===== src/rtl/rtc_irq_pkg.sv =====
package rtc_irq_pkg;

    localparam int unsigned NUM_ALARMS = 2;
    localparam int unsigned OSC_HZ     = 32768;

    typedef enum logic [1:0] {
        PIN_IRQ  = 2'b00,
        PIN_F32K = 2'b01,
        PIN_F100 = 2'b10,
        PIN_F1   = 2'b11
    } pin_sel_e;

    typedef struct packed {
        logic [NUM_ALARMS-1:0] alarm_en;
        logic                  repeat_mode;
        pin_sel_e              pin_sel;
    } irq_cfg_t;

    function automatic logic sticky_next(logic cur, logic set, logic clr);
        return set | (cur & ~clr);
    endfunction

endpackage


===== src/rtl/alarm_flags.sv =====
module alarm_flags
    import rtc_irq_pkg::*;
#(
    parameter int unsigned NA = NUM_ALARMS
) (
    input  logic          clk_i,
    input  logic          rst_i,
    input  logic [NA-1:0] match_i,
    input  logic          rd_i,
    output logic [NA-1:0] flags_o
);

    for (genvar g = 0; g < NA; g++) begin : g_flag
        always_ff @(posedge clk_i) begin
            if (rst_i) flags_o[g] <= 1'b0;
            else       flags_o[g] <= sticky_next(flags_o[g], match_i[g], rd_i);
        end
    end


    flag_set_chk: assert property (@(posedge clk_i) disable iff (rst_i)
        |match_i |=> ((flags_o & $past(match_i)) == $past(match_i)));


    flag_clear_chk: assert property (@(posedge clk_i) disable iff (rst_i)
        rd_i |=> ((flags_o & ~$past(match_i)) == '0));

endmodule


===== src/rtl/irq_pulser.sv =====
module irq_pulser
    import rtc_irq_pkg::*;
#(
    parameter int unsigned NA        = NUM_ALARMS,
    parameter int unsigned PULSE_CYC = 512
) (
    input  logic          clk_i,
    input  logic          rst_i,
    input  logic          irq_mode_i,
    input  logic          repeat_i,
    input  logic [NA-1:0] alarm_en_i,
    input  logic          cfg_wr_i,
    input  logic [NA-1:0] new_en_i,
    input  logic [NA-1:0] match_i,
    output logic          active_o
);

    localparam int unsigned CNT_W = $clog2(PULSE_CYC + 1);

    logic [NA-1:0]    armed_q;
    logic [NA-1:0]    fire;
    logic [CNT_W-1:0] cnt_q;

    always_comb begin
        fire = match_i & alarm_en_i & (armed_q | {NA{repeat_i}}) & {NA{irq_mode_i}};
    end

    always_ff @(posedge clk_i) begin
        if (rst_i)         armed_q <= '0;
        else if (cfg_wr_i) armed_q <= new_en_i;
        else if (!repeat_i) armed_q <= armed_q & ~fire;
    end

    always_ff @(posedge clk_i) begin
        if (rst_i || !irq_mode_i)   cnt_q <= '0;
        else if (cnt_q != '0)       cnt_q <= cnt_q - 1'b1;
        else if (|fire)             cnt_q <= CNT_W'(PULSE_CYC);
    end

    assign active_o = (cnt_q != '0);


    pulse_countdown_chk: assert property (@(posedge clk_i) disable iff (rst_i)
        (cnt_q != '0 && irq_mode_i) |=> (cnt_q == $past(cnt_q) - 1'b1));


    pulse_start_chk: assert property (@(posedge clk_i) disable iff (rst_i)
        (cnt_q == '0 && |fire) |=> (cnt_q == CNT_W'(PULSE_CYC)));


    oneshot_disarm_chk: assert property (@(posedge clk_i) disable iff (rst_i)
        (irq_mode_i && !repeat_i && !cfg_wr_i && |(match_i & alarm_en_i & armed_q))
        |=> ((armed_q & $past(match_i & alarm_en_i)) == '0));

endmodule


===== src/rtl/frac_clk_div.sv =====
module frac_clk_div
    import rtc_irq_pkg::*;
#(
    parameter int unsigned CLK_HZ = OSC_HZ,
    parameter int unsigned OUT_HZ = 100
) (
    input  logic clk_i,
    input  logic rst_i,
    input  logic en_i,
    output logic out_o
);

    localparam int unsigned STEP  = 2 * OUT_HZ;
    localparam int unsigned ACC_W = $clog2(CLK_HZ + STEP + 1);

    logic [ACC_W-1:0] acc_q;
    logic [ACC_W-1:0] sum;

    always_comb sum = acc_q + ACC_W'(STEP);

    always_ff @(posedge clk_i) begin
        if (rst_i || !en_i) begin
            acc_q <= '0;
            out_o <= 1'b0;
        end else if (sum >= ACC_W'(CLK_HZ)) begin
            acc_q <= sum - ACC_W'(CLK_HZ);
            out_o <= ~out_o;
        end else begin
            acc_q <= sum;
        end
    end


    div_idle_low_chk: assert property (@(posedge clk_i) disable iff (rst_i)
        !en_i |=> (!out_o && acc_q == '0));


    div_acc_bound_chk: assert property (@(posedge clk_i) disable iff (rst_i)
        en_i |=> (acc_q < ACC_W'(CLK_HZ)));

endmodule


===== src/rtl/rtc_alarm_irq.sv =====
module rtc_alarm_irq
    import rtc_irq_pkg::*;
#(
    parameter int unsigned PULSE_CYC = 512,
    parameter int unsigned CLK_HZ    = OSC_HZ,
    parameter int unsigned MID_HZ    = 100,
    parameter int unsigned LOW_HZ    = 1
) (
    input  logic                  clk_i,
    input  logic                  rst_i,
    input  logic                  cfg_wr_i,
    input  logic [NUM_ALARMS-1:0] cfg_alarm_en_i,
    input  logic                  cfg_repeat_i,
    input  logic [1:0]            cfg_pin_sel_i,
    input  logic [NUM_ALARMS-1:0] match_i,
    input  logic                  status_rd_i,
    output logic [NUM_ALARMS-1:0] status_o,
    output logic                  irq_pin_n_o
);

    irq_cfg_t cfg_q;
    logic     pulse_active;
    logic     div_mid, div_low;
    logic     irq_mode;

    always_ff @(posedge clk_i) begin
        if (rst_i) begin
            cfg_q <= '{alarm_en: '0, repeat_mode: 1'b0, pin_sel: PIN_IRQ};
        end else if (cfg_wr_i) begin
            cfg_q <= '{alarm_en: cfg_alarm_en_i, repeat_mode: cfg_repeat_i,
                       pin_sel: pin_sel_e'(cfg_pin_sel_i)};
        end
    end

    assign irq_mode = (cfg_q.pin_sel == PIN_IRQ);

    alarm_flags #(.NA(NUM_ALARMS)) u_flags (
        .clk_i   (clk_i),
        .rst_i   (rst_i),
        .match_i (match_i),
        .rd_i    (status_rd_i),
        .flags_o (status_o)
    );

    irq_pulser #(.NA(NUM_ALARMS), .PULSE_CYC(PULSE_CYC)) u_pulser (
        .clk_i      (clk_i),
        .rst_i      (rst_i),
        .irq_mode_i (irq_mode),
        .repeat_i   (cfg_q.repeat_mode),
        .alarm_en_i (cfg_q.alarm_en),
        .cfg_wr_i   (cfg_wr_i),
        .new_en_i   (cfg_alarm_en_i),
        .match_i    (match_i),
        .active_o   (pulse_active)
    );

    frac_clk_div #(.CLK_HZ(CLK_HZ), .OUT_HZ(MID_HZ)) u_div_mid (
        .clk_i (clk_i),
        .rst_i (rst_i),
        .en_i  (cfg_q.pin_sel == PIN_F100),
        .out_o (div_mid)
    );

    frac_clk_div #(.CLK_HZ(CLK_HZ), .OUT_HZ(LOW_HZ)) u_div_low (
        .clk_i (clk_i),
        .rst_i (rst_i),
        .en_i  (cfg_q.pin_sel == PIN_F1),
        .out_o (div_low)
    );

    always_comb begin
        unique case (cfg_q.pin_sel)
            PIN_IRQ:  irq_pin_n_o = ~pulse_active;
            PIN_F32K: irq_pin_n_o = clk_i;
            PIN_F100: irq_pin_n_o = div_mid;
            PIN_F1:   irq_pin_n_o = div_low;
            default:  irq_pin_n_o = 1'b1;
        endcase
    end


    freq_mode_no_pulse_chk: assert property (@(posedge clk_i) disable iff (rst_i)
        !irq_mode |=> !pulse_active);


    div_exclusive_chk: assert property (@(posedge clk_i) disable iff (rst_i)
        $onehot0({div_mid, div_low}));

endmodule


===== config.mk =====
export PLATFORM = sky130hd
export DESIGN_NAME = rtc_alarm_irq
export DESIGN_NICKNAME = d
export VERILOG_FILES = /design/src/rtl/rtc_irq_pkg.sv /design/src/rtl/alarm_flags.sv /design/src/rtl/irq_pulser.sv /design/src/rtl/frac_clk_div.sv /design/src/rtl/rtc_alarm_irq.sv
export SDC_FILE = /design/constraint.sdc
export NUM_CORES = 1
export LEC_CHECK = 0
export BUFFER_PORTS_ARGS = -buffer_cell sky130_fd_sc_hd__buf_2
export CELL_PAD_IN_SITES_DETAIL_PLACEMENT = 0
export CELL_PAD_IN_SITES_GLOBAL_PLACEMENT = 1
export CORE_MARGIN = 4
export CORE_UTILIZATION = 40
export CTS_BUF_LIST = sky130_fd_sc_hd__clkbuf_8
export CTS_CLUSTER_DIAMETER = 150
export CTS_CLUSTER_SIZE = 28
export DETAILED_ROUTE_END_ITERATION = 6
export HOLD_SLACK_MARGIN = 0.08
export PLACE_DENSITY = 0.66
export SLEW_MARGIN = 40
export SYNTH_ARGS = -nofsm -noshare
export SYNTH_HDL_FRONTEND = slang
export SYNTH_HIERARCHICAL = 1
export SYNTH_SLANG_ARGS = --single-unit
export TNS_END_PERCENT = 100

===== constraint.sdc =====
create_clock -name clk_i -period 3 [get_ports clk_i]
set_clock_uncertainty 0.05 [all_clocks]
set_input_delay 0.3 -clock clk_i [delete_from_list [all_inputs] [get_ports clk_i]]
set_output_delay 0.3 -clock clk_i [all_outputs]
set_load 0.01 [all_outputs]

# After elaboration in Yosys (flattened, before gate mapping)

Cells that the tools add are included.

Muxes and demuxes: 7
Bitwise gates (word level): 14
Magnitude comparators: 2
Reductions and logical operators: 10
Add/subtract/negate cells: 5
Eq/ne operators: 4

Operators by type and width:

| kind                                                                  | number |
|---|---|
| 16-bit >= comparator, second input constant                           | 2 |
| 16-bit two-way mux                                                    | 2 |
| 16-bit subtractor, second input constant                              | 2 |
| 10-bit two-way mux                                                    | 2 |
| 16-bit by 2-bit adder with 16-bit output, second input constant       | 1 |
| 16-bit by 8-bit adder with 16-bit output, second input constant       | 1 |
| 10-bit nonzero test                                                   | 1 |
| 10-bit by 1-bit subtractor with 10-bit output, second input constant  | 1 |
| 2-bit AND                                                             | 4 |
| 2-bit equality test, second input constant                            | 2 |
| 2-bit two-way mux                                                     | 2 |
| 1-bit inverter                                                        | 4 |
| 1-bit one-hot mux with 4 select lines                                 | 1 |
| 1-bit logical NOT                                                     | 3 |
| 1-bit logical OR                                                      | 3 |
| 1-bit AND                                                             | 2 |
| 2-bit by 1-bit equality test with 1-bit output, second input constant | 1 |
| 2-bit logical NOT                                                     | 1 |
| 2-bit != test, second input constant                                  | 1 |
| 2-bit inverter                                                        | 1 |
| 1-bit OR                                                              | 2 |
| 2-bit OR                                                              | 1 |
| 2-bit nonzero test                                                    | 1 |
| 2-bit OR reduction                                                    | 1 |

Register bits: 53
Bits of input ports: 11
Logic and storage cells: 53
Output and inout bits: 3

# Depth between registers and ports, before layout

Gate-level depths: netlist (run 1).

Depth after elaboration: 7
Depth in mapped cells: 6

# By module

The synthesis (run 1) kept the hierarchy.

By module, submodules not included:

| module                    | area an instance (um^2) | times used | cells an instance |
|---|---|---|---|
| frac_clk_div at u_div_low | 704.4                   | 1          | 77 |
| frac_clk_div at u_div_mid | 608.1                   | 1          | 65 |
| irq_pulser                | 596.8                   | 1          | 69 |
| rtc_alarm_irq             | 220.2                   | 1          | 21 |
| alarm_flags               | 70.1                    | 1          | 8 |

==> metrics.md, run 1 <==
| Metric | Value |
|---|---|
| Outcome | finished, final reports clean |
| I/O pin total | 14 |
| Post-synthesis sequential area ratio | 0.446 |
| Routed len/inst | 12.1 um |
| Crit start category | clock port |
| Starting Density | 0.423 |
| Drt pass-1 iters | 4 |
| Crit path DAT | 2.34 ns |
| Layout Cell Area excl Fill | 0.00252 mm^2 |
| GRT Overall Usage | 0.134 |
| Async SR Flop Fraction | 0 |
| Synth warnings | 6 |
| # nets final | 277 |
| Post-synth top area share | 0.446 |
| DR DRC count | 0 |
| Max stage delay on crit path | 0.46 ns |
| Share of cells above drive strength 1 | 0.130 |
| Vias | 1703 |
| Leakage | 0.924 nW |
| CP Max Fanout | 2 |
| Final setup fails | 0 |
| DR iter-0 viols | 65 |
| Post-Synthesis Cells | 240 |
| Max Cap Viol | 0 |
| Pwr Density | 784 mW/mm^2 |
| Port Buffer Count | 13 |
| Worst-Skew Late Latency | 0.40 ns |
| Ant. Diodes | 0 |
| Number of flops mapped to enable cells by yosys | 0 |
| DRT Wirelength | 4.00 mm |
| Commonest non-fill, non-tap cell in the layout | dfxtp_1 |
| Row cnt | 26 |
| CORE AREA | 0.00520 mm^2 |
| WHS Endpoint | u_flags/flags_o[1] |
| Min-delay src | match_i[1] |
| Congestion Overflow GR | 0 |
| Critical path cell sequence | clkbuf_8 > clkbuf_8 > mux4_2 > buf_2 |
| Post-CTS setup buffers | 0 |
| Final estimated routing congestion in global placement | 0.737 |
| Reg-to-reg startpoint | u_pulser/cnt_q[0] |
| Hold depth | 3 |
| First-pass GRT wire length | 6.99 mm |
| Net count after synthesis | 256 |
| Syn avg cell area | 9.17 um^2 |
| Antenna violations before repair | 0 |
| Chip Height | 82.2 um |
| Worst R2R Path Depth | 6 |
| Area after DPL | 0.00232 mm^2 |
| Largest net degree at the start of global routing | 16 |
| Slew HR | 0.503 |
| Final hold violations | 0 |
| Top cells by area, synth | dfxtp_1 (45%), nor2_1 (4.6%), a21oi_1 (4.1%), mux2i_1 (3.6%), or4_1 (3.4%) |
| Antenna Nets Post-Route | 0 |
| Post-DP HPWL | 2.77 mm |
| Req. time, crit path | 2.65 ns |
| Cell taking the most area after synthesis | dfxtp_1 |
| Most frequent cells in the layout | dfxtp_1 (49), nor2_1 (27), a21oi_1 (18), buf_2 (13), nand2_1 (13) |
| Clk pin slew, worst setup/hold paths | 0.08 ns |
| RSZ-0062 raised after global routing | no |
| Most frequent cell on the critical path | clkbuf_8 |
| Post-CTS resize count | 0 |
| Slew @ Worst Pin | 0.741 ns |
| Slew Viols, Final | 0 |
| Slowest CP cell | mux4_2 |
| Synthesized cell area | 0.00220 mm^2 |
| Critical path endpoint category | output pin |
| Area grow syn2layout | 14.4% |
| Vias per cell | 5.13 |
| Crit Path Class | clk -> out |
| Synth Register Bits | 49 |
| Worst VDD drop | 461 uV |
| R2r setup slk | 1.13 ns |
| Post-synth cell types | 42 |
| Die area | 0.00675 mm^2 |
| Setup TNS | 0 ns |
| CTS tree | built |
| Die X | 82.2 um |
| Number of global-route vias before repair | 1531 |
| Most used DFF post-synth | dfxtp_1 |
| Worst reg2reg path endpoint | u_pulser/cnt_q[0] |
| Hold crit path type | in -> reg |
[timing repair]
action / 4_1_cts / 5_1_grt
hold buffers: 2 / 0
endpoints found under the setup margin: 0 / 0
endpoints found under the hold margin: 2 / 0
[worst max-delay path: cells and delay by family]
kind	cells	cell delay, ns
buf+inv	3	0.39
mux	1	0.46
[final cells by class]
cell class              count  area (um^2)
clock buffers               9          115
clock inverters             3         65.1
fillers                   504         2690
inverters                  12         45.0
multi-input cells         175         1140
flip-flops and latches     49          981
well taps                  70         87.6
repair buffers             14         80.1
[cells by family (layout without fill, tap and decap cells)]
group,count (synthesis),in the layout,share of synthesized area
and+or+nand+nor,99,99,0.252
DFF,49,49,0.446
AOI/OAI and AO/OA,45,45,0.129
buffers and inverters,16,38,0.0347
xor gates and xnor gates,15,15,0.0597
muxes,9,9,0.0466
adders and majority gates,5,5,0.0284
other,2,2,0.00341
[metal layers]
layer | GRT usage | part of all wire | vias to the layer above
met5 | 0 | 0 | -
met4 | 0.0482 | 0.011 | 0
met3 | 0.0488 | 0.050 | 4
met2 | 0.194 | 0.40 | 29
met1 | 0.182 | 0.54 | 775
li1 | - | - | 895
[sequential cells by signal, indices dropped and copies added (netlist names)]
name / cells
u_div_low/out_o: 1
cfg_q: 5
u_div_mid/out_o: 1
u_pulser/armed_q: 2
u_pulser/cnt_q: 10
u_div_low/acc_q: 15
u_div_mid/acc_q: 13
u_flags/flags_o: 2
[Yosys cell counts (2+ instances only)]
master / n
a21oi_1: 18
and2_1: 2
and2b_2: 2
buf_6: 2
conb_1: 2
dfxtp_1: 49
ha_1: 5
inv_1: 12
mux2i_1: 8
nand2_1: 13
nand2b_1: 6
nand3_1: 12
nand4_1: 4
nor2_1: 27
nor2b_1: 3
nor3_1: 4
nor4_1: 3
o211ai_1: 3
o21a_1: 3
o21ai_0: 7
o31ai_1: 8
or2_2: 2
or3_1: 4
or4_1: 10
xnor2_1: 8
xor2_1: 7
[worst max-delay path by stage]
stage	start	endpoint	slack (ns)	cells past startpoint
2_1_floorplan	clk_i	irq_pin_n_o	0.68	1
3_3_place_gp	clk_i	irq_pin_n_o	0.59	2
3_5_place_dp	clk_i	irq_pin_n_o	0.59	2
4_1_cts	clk_i	irq_pin_n_o	0.28	4
5_1_grt	clk_i	irq_pin_n_o	0.28	4
6_report	clk_i	irq_pin_n_o	0.31	4
[power breakdown]
group	switching, mW	internal [mW]	total (mW)
clock	0.250	0.438	0.688
sequential	0.0779	0.721	0.799
combinational	0.265	0.220	0.485
total	0.593	1.38	1.97
[per-stage QoR]
step | total power, mW | hold WS, ns | util | instances | setup WS (ns)
CTS | 2.01 | 0.0889 | 0.483 | 332 | 0.281
global route | 2.11 | 0.104 | 0.483 | 332 | 0.276
global placement | 1.34 | 0.397 | 0.446 | 319 | 0.590
floorplan | 1.23 | 0.319 | - | 240 | 0.683
finish | 1.97 | 0.101 | 0.483 | 332 | 0.308
detailed placement | 1.33 | 0.410 | 0.446 | 319 | 0.590
(Power assumes the default switching activity.)
==> run 2, diff against run 1 <==
--- a/config.mk
+++ b/config.mk
@@ -17,3 +17,3 @@
 export HOLD_SLACK_MARGIN = 0.08
-export PLACE_DENSITY = 0.66
+export PLACE_DENSITY = 0.69
 export SLEW_MARGIN = 40
==> constraint.sdc (replaced) <==
create_clock -name clk_i -period 2.2 [get_ports clk_i]
set_clock_uncertainty 0.05 [all_clocks]
set_input_delay 0.22 -clock clk_i [delete_from_list [all_inputs] [get_ports clk_i]]
set_output_delay 0.22 -clock clk_i [all_outputs]
set_load 0.02 [all_outputs]
==> run 2 against run 1 <==
  * Worst setup slack worse by 0.22 ns
  * Core utilization is 2.1 points higher
  * Clock power is 8.9% higher
  * Cell area is 4.3% higher
  * Sequential power is 38% higher
  * First-iteration DRC count is 22% higher
  * Cell count is 3.9% higher
  * Global-route usage is 0.73 points higher
  * Critical path depth is 3 higher
  * Combinational power is 73% higher
  * Sequential cell count stayed put
==> metrics.md, run 2 (synthesis gave the netlist of run 1 again) <==
| Metric | Value |
|---|---|
| Vias | 1761 (was 1703) |
| Starting Density | 0.423 (unchanged) |
| Final hold violations | 0 (unchanged) |
| Ant. Diodes | 0 (unchanged) |
| Final estimated routing congestion in global placement | 0.788 (was 0.737) |
| Slew HR | 0.681 (was 0.503) |
| Die X | 82.2 um (unchanged) |
| Max stage delay on crit path | 0.46 ns (about the same) |
| Area grow syn2layout | 19.3% (was 14.4%) |
| Antenna Nets Post-Route | 0 (unchanged) |
| Antenna violations before repair | 0 (unchanged) |
| Most frequent cell on the critical path | inv_2 (was clkbuf_8) |
| CTS tree | built (unchanged) |
| Largest registers | u_div_low/acc_q (15), u_div_mid/acc_q (13), u_pulser/cnt_q (10) (unchanged) |
| Number of global-route vias before repair | 1675 (was 1531) |
| Leakage | 0.973 nW (was 0.924 nW) |
| Drt pass-1 iters | 4 (unchanged) |
| Hold crit path type | in -> reg (unchanged) |
| Outcome | finished, final reports clean (unchanged) |
| Crit start category | register (was clock port) |
| Max Cap Viol | 0 (unchanged) |
| DR DRC count | 0 (unchanged) |
| Slew @ Worst Pin | 0.466 ns (was 0.741 ns) |
| Area of the multi-input gates | 0.00117 mm^2 (was 0.00114 mm^2) |
| CP Max Fanout | 4 (was 2) |
| I/O pin total | 14 (unchanged) |
| Commonest non-fill, non-tap cell in the layout | dfxtp_1 (unchanged) |
| Flip-flop count of the largest register after layout | 15 (unchanged) |
| Pwr Density | 1020 mW/mm^2 (was 784 mW/mm^2) |
| Crit path DAT | 1.84 ns (was 2.34 ns) |
| Largest net degree at the start of global routing | 16 (unchanged) |
| Worst VDD drop | 572 uV (was 461 uV) |
| Slew Viols, Final | 0 (unchanged) |
| Crit Path Class | reg -> out (was clk -> out) |
| Chip Height | 82.2 um (unchanged) |
| CORE AREA | 0.00520 mm^2 (unchanged) |
| Crit path launch | u_pulser/cnt_q[1] (was clk_i) |
| Fill cells | 523 (was 504) |
| GRT Overall Usage | 0.141 (was 0.134) |
| Worst-Skew Late Latency | 0.40 ns (about the same) |
| Critical path endpoint category | output pin (unchanged) |
| Crit-path leading delay family | multiplexers (unchanged) |
| Slowest CP cell | mux4_2 (unchanged) |
| Final critical-path required period | 2.11 ns |
| Final period util | 0.959 |
| Die area | 0.00675 mm^2 (unchanged) |
| Share of cells above drive strength 1 | 0.171 (was 0.130) |
| Sequential cell area | 983 um^2 (was 981 um^2) |
| RSZ-0062 raised after global routing | yes (was no) |
| Clk pin slew, worst setup/hold paths | 0.09 ns (was 0.08 ns) |
| DR iter-0 viols | 79 (was 65) |
| Req. time, crit path | 1.93 ns (was 2.65 ns) |
| # nets final | 290 (was 277) |
| Finished Core Util | 0.504 (was 0.483) |
| Critical path cell sequence | inv_2 > ha_4 > nor3b_4 > nand3_4 > inv_2 > mux4_2 > buf_6 (was clkbuf_8 > clkbuf_8 > mux4_2 > buf_2) |
| Min-delay src | rst_i (was match_i[1]) |
| Congestion Overflow GR | 0 (unchanged) |
| Final setup fails | 0 (unchanged) |
| Vias per cell | 5.10 (was 5.13) |
| Setup TNS | 0 ns (unchanged) |
| Routed len/inst | 12.0 um (was 12.1 um) |
| First-pass GRT wire length | 7.36 mm (was 6.99 mm) |
| Most frequent cells in the layout | dfxtp_1 (47), nor2_1 (27), a21oi_1 (18), nand2_1 (13) (was dfxtp_1 (49), nor2_1 (27), a21oi_1 (18), buf_2 (13), nand2_1 (13)) |
| Port Buffer Count | 13 (unchanged) |
| Final Power | 2.69 mW (was 1.97 mW) |
| Largest register by flop count | u_div_low/acc_q (unchanged) |
| Row cnt | 26 (unchanged) |
| Post-DP HPWL | 2.83 mm (was 2.77 mm) |
| Max Freq | 0.474 GHz |
| Reg-to-reg startpoint | u_pulser/cnt_q[1] (was u_pulser/cnt_q[0]) |
| WP buf/inv | 3 (unchanged) |
| DRT Wirelength | 4.13 mm (was 4.00 mm) |
==> run 2: cell types whose count changed in the layout (fill, tap and decap cells not counted), moves of 2 or more <==
| cell | change |
|---|---|
| dfxtp_1 | -2 |
| buf_4 | +7 |
| dfxtp_2 | +2 |
| bufinv_16 | -2 |
| inv_1 | -3 |
| dlygate4sd3_1 | +7 |
| inv_2 | +3 |
==> run 2: final timing paths <==
check	cells after the start	slack (ns)	endpoint
worst max-delay path	7	0.09	irq_pin_n_o
worst min-delay path	2	0.1	cfg_q[4]
worst max register to register	7	0.52	u_pulser/cnt_q[4]
worst min register to register	1	0.42	u_div_low/acc_q[1]
==> run 2: layout make-up <==
| type | count | share of cell area |
|---|---|---|
| Clock buffer | 10 | 0.0515 |
| Clock inverter | 1 | 0.00191 |
| Inverter | 12 | 0.0172 |
| Multi-Input combinational cell | 175 | 0.444 |
| Sequential cell | 49 | 0.375 |
| Tap cell | 70 | 0.0334 |
| Timing Repair Buffer | 28 | 0.0772 |
==> run 2: where the power goes <==
part / internal, mW / leakage, nW / switching (mW) / total [mW]
sequential: 0.987 / 0.400 / 0.113 / 1.10
combinational: 0.432 / 0.492 / 0.406 / 0.838
clock: 0.412 / 0.0804 / 0.337 / 0.749
==> run 2: routing by layer <==
metal	share of wire	track usage
met1	0.53	0.185
met3	0.048	0.0456
met4	0.012	0.0731
met5	0	0
met2	0.41	0.206
==> run 2: what timing repair did <==
action / CTS / global route
setup endpoints to repair: 1 / 1
hold buffers: 9 / 0
gates resized for setup: 8 / 3
endpoints found under the hold margin: 9 / 0
pin swaps: 0 / 1
buffers inserted: 3 / 2
==> run 2: worst reg2reg max path: cells and delay by family, from the launching register on <==
| family | cells | cell delay, ns |
|---|---|---|
| buffers and inverters | 2 | 0.19 |
| adders and majority gates | 1 | 0.15 |
| AOI/OAI and AO/OA | 1 | 0.47 |
| DFF | 1 | 0.34 |
| xor gates and xnor gates | 1 | 0.18 |
| and+or+nand+nor | 2 | 0.20 |
==> run 2: per-stage QoR <==
step,hold WS (ns),setup WS [ns],cell area (um^2),instances
finish,0.0998,0.0900,2630,345
global route,0.0947,-0.000850,2630,345
CTS,0.0944,0.0177,2600,343
detailed placement,0.408,0.250,2340,321
global placement,0.401,0.250,2340,321
floorplan,0.239,0.323,2200,240
